`config.mk`:
```
export PLATFORM = sky130hd
export DESIGN_NAME = sw_serial_ctrl
export DESIGN_NICKNAME = d
export VERILOG_FILES = /design/src/rtl/sw_ctrl_pkg.sv /design/src/rtl/cdc_sync.sv /design/src/rtl/shift_chain.sv /design/src/rtl/sw_decode.sv /design/src/rtl/sw_serial_ctrl.sv
export SDC_FILE = /design/constraint.sdc
export NUM_CORES = 1
export LEC_CHECK = 0
export BUFFER_PORTS_ARGS = -buffer_cell sky130_fd_sc_hd__buf_4
export CAP_MARGIN = 20
export CORE_MARGIN = 2
export CORE_UTILIZATION = 25
export DETAILED_ROUTE_END_ITERATION = 10
export GPL_TIMING_DRIVEN = 0
export HOLD_SLACK_MARGIN = 0.06
export PLACE_DENSITY = 0.39
export SYNTH_ARGS = -nofsm -noshare
export SYNTH_HDL_FRONTEND = slang
export SYNTH_HIERARCHICAL = 1
export SYNTH_SLANG_ARGS = --single-unit
```
`constraint.sdc`:
```
create_clock -name clk -period 3.05 [get_ports clk]
set_clock_uncertainty 0.15 [all_clocks]
set_input_delay 0.1525 -clock clk [delete_from_list [all_inputs] [get_ports clk]]
set_output_delay 0.1525 -clock clk [all_outputs]
set_load 0.005 [all_outputs]
```
`src/rtl/sw_ctrl_pkg.sv`:
```
package sw_ctrl_pkg;
  // Number of switches and derived word layout: address bits, spare bits, disable bit on top.
  localparam int unsigned NUM_SW   = 4;
  localparam int unsigned ADDR_W   = $clog2(NUM_SW);
  localparam int unsigned SPARE_W  = 1;
  localparam int unsigned CTRL_W   = ADDR_W + SPARE_W + 1;
  localparam int unsigned DIS_POS  = CTRL_W - 1;

  // Power-on word: address zero, disable set.
  localparam logic [CTRL_W-1:0] POR_WORD = {1'b1, {(CTRL_W-1){1'b0}}};

  typedef enum logic {
    DEC_DUAL = 1'b0,
    DEC_QUAD = 1'b1
  } dec_mode_e;
endpackage

```
`src/rtl/cdc_sync.sv`:
```
module cdc_sync #(
  parameter int unsigned STAGES  = 2,
  parameter logic        RST_VAL = 1'b0
) (
  input  logic clk,
  input  logic rst,
  input  logic d,
  output logic q
);
  logic [STAGES-1:0] chain;

  generate
    for (genvar s = 0; s < STAGES; s++) begin : g_stage
      if (s == 0) begin : g_first
        always_ff @(posedge clk) begin
          if (rst) chain[s] <= RST_VAL;
          else     chain[s] <= d;
        end
      end else begin : g_next
        always_ff @(posedge clk) begin
          if (rst) chain[s] <= RST_VAL;
          else     chain[s] <= chain[s-1];
        end
      end
    end
  endgenerate

  assign q = chain[STAGES-1];
endmodule

```
`src/rtl/shift_chain.sv`:
```
module shift_chain #(
  parameter int unsigned          W        = 4,
  parameter logic [W-1:0]         INIT_VAL = '0
) (
  input  logic         clk,
  input  logic         clr,
  input  logic         shift,
  input  logic         bit_in,
  output logic [W-1:0] word,
  output logic         tail
);
  // New bits enter at the top and walk toward bit 0, so the first bit of a
  // four-bit frame lands in bit 0 and the last in the MSB.
  logic [W-1:0] stage_q;

  always_ff @(posedge clk) begin
    if (clr)        stage_q <= INIT_VAL;
    else if (shift) stage_q <= {bit_in, stage_q[W-1:1]};
  end

  assign word = stage_q;
  assign tail = stage_q[0];
endmodule

```
`src/rtl/sw_decode.sv`:
```
module sw_decode #(
  parameter int unsigned N_SW = 4,
  parameter int unsigned AW   = $clog2(N_SW)
) (
  input  logic            clk,
  input  logic            clr,
  input  logic            load,
  input  logic            dis_in,
  input  logic [AW-1:0]   addr_in,
  input  logic            quad_mode,
  input  logic            en,
  output logic            dis_q,
  output logic [AW-1:0]   addr_q,
  output logic [N_SW-1:0] sw_q
);
  logic [N_SW-1:0] sel;

  always_ff @(posedge clk) begin
    if (clr) begin
      dis_q  <= 1'b1;
      addr_q <= '0;
    end else if (load) begin
      dis_q  <= dis_in;
      addr_q <= addr_in;
    end
  end

  generate
    for (genvar i = 0; i < N_SW; i++) begin : g_sel
      localparam logic [AW-1:0] IDX = AW'(i);
      always_comb begin
        if (dis_q)          sel[i] = 1'b0;
        else if (quad_mode) sel[i] = (addr_q == IDX);
        else                sel[i] = (addr_q[0] == IDX[0]);
      end
    end
  endgenerate

  always_ff @(posedge clk) begin
    if (clr || !en) sw_q <= '0;
    else            sw_q <= sel;
  end
endmodule

```
`src/rtl/sw_serial_ctrl.sv`:
```
module sw_serial_ctrl
  import sw_ctrl_pkg::*;
#(
  parameter int unsigned N_SW        = NUM_SW,
  parameter int unsigned SYNC_STAGES = 2
) (
  input  logic            clk,
  input  logic            rst,
  input  logic            ser_mode,
  input  logic            mode_4ch,
  input  logic            cfg_rst_n,
  input  logic            en,
  input  logic            sclk,
  input  logic            cs_n,
  input  logic            din,
  output logic            dout,
  output logic [N_SW-1:0] sw_on
);
  localparam int unsigned AW     = $clog2(N_SW);
  localparam int unsigned WORD_W = AW + SPARE_W + 1;
  localparam logic [WORD_W-1:0] INIT_WORD = {1'b1, {(WORD_W-1){1'b0}}};

  logic clr;
  logic sclk_s, cs_s, din_s;
  logic sclk_prev, cs_prev;
  logic sclk_rise, cs_rise, cs_low;
  logic do_shift, do_load;
  logic [WORD_W-1:0] sr_q;
  logic sr_tail;
  logic dis_q;
  logic [AW-1:0] addr_q;
  logic dout_q;
  dec_mode_e dmode;

  assign clr = rst | ~cfg_rst_n;

  cdc_sync #(.STAGES(SYNC_STAGES), .RST_VAL(1'b0)) u_sync_sclk (
    .clk(clk), .rst(rst), .d(sclk), .q(sclk_s));
  cdc_sync #(.STAGES(SYNC_STAGES), .RST_VAL(1'b1)) u_sync_cs (
    .clk(clk), .rst(rst), .d(cs_n), .q(cs_s));
  cdc_sync #(.STAGES(SYNC_STAGES), .RST_VAL(1'b0)) u_sync_din (
    .clk(clk), .rst(rst), .d(din), .q(din_s));

  always_ff @(posedge clk) begin
    if (rst) begin
      sclk_prev <= 1'b0;
      cs_prev   <= 1'b1;
    end else begin
      sclk_prev <= sclk_s;
      cs_prev   <= cs_s;
    end
  end

  assign sclk_rise = sclk_s & ~sclk_prev;
  assign cs_rise   = cs_s & ~cs_prev;
  assign cs_low    = ~cs_s;
  assign do_shift  = ser_mode & cs_low & sclk_rise;
  assign do_load   = ser_mode & cs_rise;
  assign dmode     = mode_4ch ? DEC_QUAD : DEC_DUAL;

  shift_chain #(.W(WORD_W), .INIT_VAL(INIT_WORD)) u_shift (
    .clk(clk), .clr(clr), .shift(do_shift), .bit_in(din_s),
    .word(sr_q), .tail(sr_tail));

  sw_decode #(.N_SW(N_SW), .AW(AW)) u_dec (
    .clk(clk), .clr(clr), .load(do_load),
    .dis_in(sr_q[WORD_W-1]), .addr_in(sr_q[AW-1:0]),
    .quad_mode(dmode == DEC_QUAD), .en(en),
    .dis_q(dis_q), .addr_q(addr_q), .sw_q(sw_on));

  always_ff @(posedge clk) begin
    if (clr) dout_q <= 1'b0;
    else     dout_q <= ser_mode & sr_tail;
  end

  assign dout = dout_q;
endmodule

```
==> impl_results.md <==
- Status: finished clean
- Fmax: 462 MHz
- Routed Antenna Nets: 0
- Fin nets: 94
- RSZ-0062 raised after global routing: no
- Final setup margin: between 800 and 900 ps
- Worst Path Required: 3150 ps
- Root buffer cell: clkbuf_4
- CTS Buffer Depth: 2
- H-tree Lvls: 1
- Port buffer count: 13
- Worst Hold Margin: 205 ps
- Crit. End Element: register
- I/O pin count: 14
- CTS buffer count: 3
- Hold Path Origin: ser_mode
- Fillers: 272
- Placement row count: 18
- Core ar.: about 2500 sq um
- Power per cell area: 466 nW/um^2
- Multi-input logic area: 264 sq um
- Final min period: 2160 ps
- Routed WL per cell: about 11 microns
- Final Hold Viols: 0
- First-pass DRT Iterations: 3
- Post-DP HPWL: around 800 microns
- Initial antenna violation count: 0
- Critical Path Max Stage Delay: 580 ps
- Max_slew headroom: about three quarters
- Post-Route Utilization: 38.4%
- Crit share post-route: 70.9%
- Leak Pwr: 0.390 nW
- First-pass GRT wire length: just over 2000 microns
- 1st-iter DRT viols: 5
- Mapped Cells: 55
- DR vias: approximately 470
- Layout cells sized above 1: 28.6%
- Max stage delay cell, worst path: dlygate4sd3_1
- Synth warnings: 6
- Die Span X: roughly 56 microns
- Most frequent cells in the layout: 20 x dfxtp_1, 14 x buf_4, 12 x dlygate4sd3_1, 7 x nor2b_1, 6 x nor2_1
- Worst slack, placed: 1660 ps
- Sequential area share after synthesis: 59.1%
- Peak supply drop: 0.197 mV
- Die Ht: 56.0 microns
- Commonest non-fill, non-tap cell in the layout: dfxtp_1
- DP Cell Count: 98
- Pin count of the biggest net entering global routing: 12
- TNS Setup: 0 ps
- GR Util All Layers: 8.45%
- Num Clock Sinks: 20
- Clock transition at the registers of the reported paths: 120 ps
- CTS tree: yes
- Initial core utilization: 26.8%
- Most used cell, CP: dlygate4sd3_1
- Post-Syn Nets: 64
- Total wire length: 1210 microns
- Reg-to-reg critical path startpoint: u_dec/addr_q[1]
- Vias in the first global route: 482
- CP startpoint kind: input pin
- Clock latency on the worst-skew pair: approximately 300 ps
- Slew @ Worst Pin: ~350 ps
- P&R area growth vs syn: 43.1%
- Sequence of cells on the critical path: dlygate4sd3_1, buf_4, nand2b_1, nand2b_4, a2111oi_4, dlygate4sd3_1
- Average size of a mapped cell: approximately 12 sq um
- Crit Path Class: in2reg
- Post-synthesis register bit count: 20
- Worst Path Max Fanout: 10
- Post-DP Area: between 800 and 900 sq um
- Count of unique library cells instantiated by Yosys: 18
- FF/Latch Area: between 400 and 500 sq um
- Residual DRC: 0
- Type of the tightest min-delay check: in2reg
- Fin. max-slew vios: 0
- Vias per cell: slightly above 4
- Final setup viols: 0
- Gr ovfl total: 0
- Max-cap check violation count: 0
- RD Place Congestion: 0.623
- Post-Layout Cell Count: 114
- Crit path launch: rst
- Antenna cells: 0
- Worst EP arrival: 2260 ps
- Final instance area: 968 sq um
- Die area: 3140 sq um
- Pwr Total: 451 uW
- Synth Cell Area: between 600 and 700 sq um
final timing paths:
| check | to | slack [ps] | cells after the start |
|---|---|---|---|
| max reg2reg | u_dec/sw_q[0] | 1620 | 2 |
| min | u_dec/dis_q | 200 | 3 |
| max | u_dec/sw_q[0] | 890 | 6 |
| min reg2reg | u_sync_cs/q | 270 | 1 |
cells by family after synthesis:
kind of cell | Yosys count | share of synthesized area [%]
DFF | 20 | 59.1
AOI/OAI and AO/OA | 4 | 7.39
buffers and inverters | 2 | 1.85
muxes | 5 | 7.39
and+or+nand+nor | 24 | 24.2
sequential cells by signal, summed over array words and instances, names as in the netlist:
signal,cells
u_dec/addr_q,2
u_sync_din/chain,1
cs_prev,1
u_shift/word,4
sclk_prev,1
u_sync_sclk/chain,1
u_dec/sw_q,4
u_sync_cs/q,1
u_sync_cs/chain,1
u_sync_sclk/q,1
u_dec/dis_q,1
dout,1
u_sync_din/q,1
layer usage:
metal | up-vias | GRT usage [%] | wire, microns
met3 | 2 | 2.09 | 51
met2 | 11 | 13.9 | 578
met1 | 214 | 9.75 | 564
met5 | - | 0 | 0
li1 | 244 | - | -
met4 | 0 | 5.10 | 15
synthesized netlist by cell type, drive strengths merged:
master	instances	area (sq um)
a2111oi	1	27.5
a211o	2	17.5
a21oi	1	5.00
and3b	1	10.0
and4b	1	10.0
and4bb	1	12.5
buf	1	7.51
clkbuf	1	5.00
dfxtp	20	400
mux2i	5	50.1
nand2b	2	20.0
nand4bb	1	11.3
nor2	6	22.5
nor2b	8	52.6
nor4	1	6.26
or2	3	18.8
worst max-delay path, delay by kind of cell:
kind	cells	cell delay [ps]
AOI/OAI and AO/OA	1	300
buffers and inverters	3	1280
and+or+nand+nor	2	520
report_power, final:
group / internal, mW / switching (mW) / leakage (nW)
Clock: 0.0727 / 0.0811 / 0.0210
Sequential: 0.266 / 0.00135 / 0.163
Combinational: 0.0201 / 0.0100 / 0.207
timing repair:
action                    CTS  global route
hold buffers               12             0
resized for setup           0             0
buffers inserted            0             0
hold endpoints to repair   13             0
cell type report:
class | count | share of cell area [%]
plain buffers | 2 | 1.29
clock buffers | 4 | 3.75
multi-input cells | 33 | 27.3
flip-flops and latches | 20 | 41.3
well taps | 30 | 3.88
repair buffers | 25 | 22.5
(Power assumes the default switching activity.)
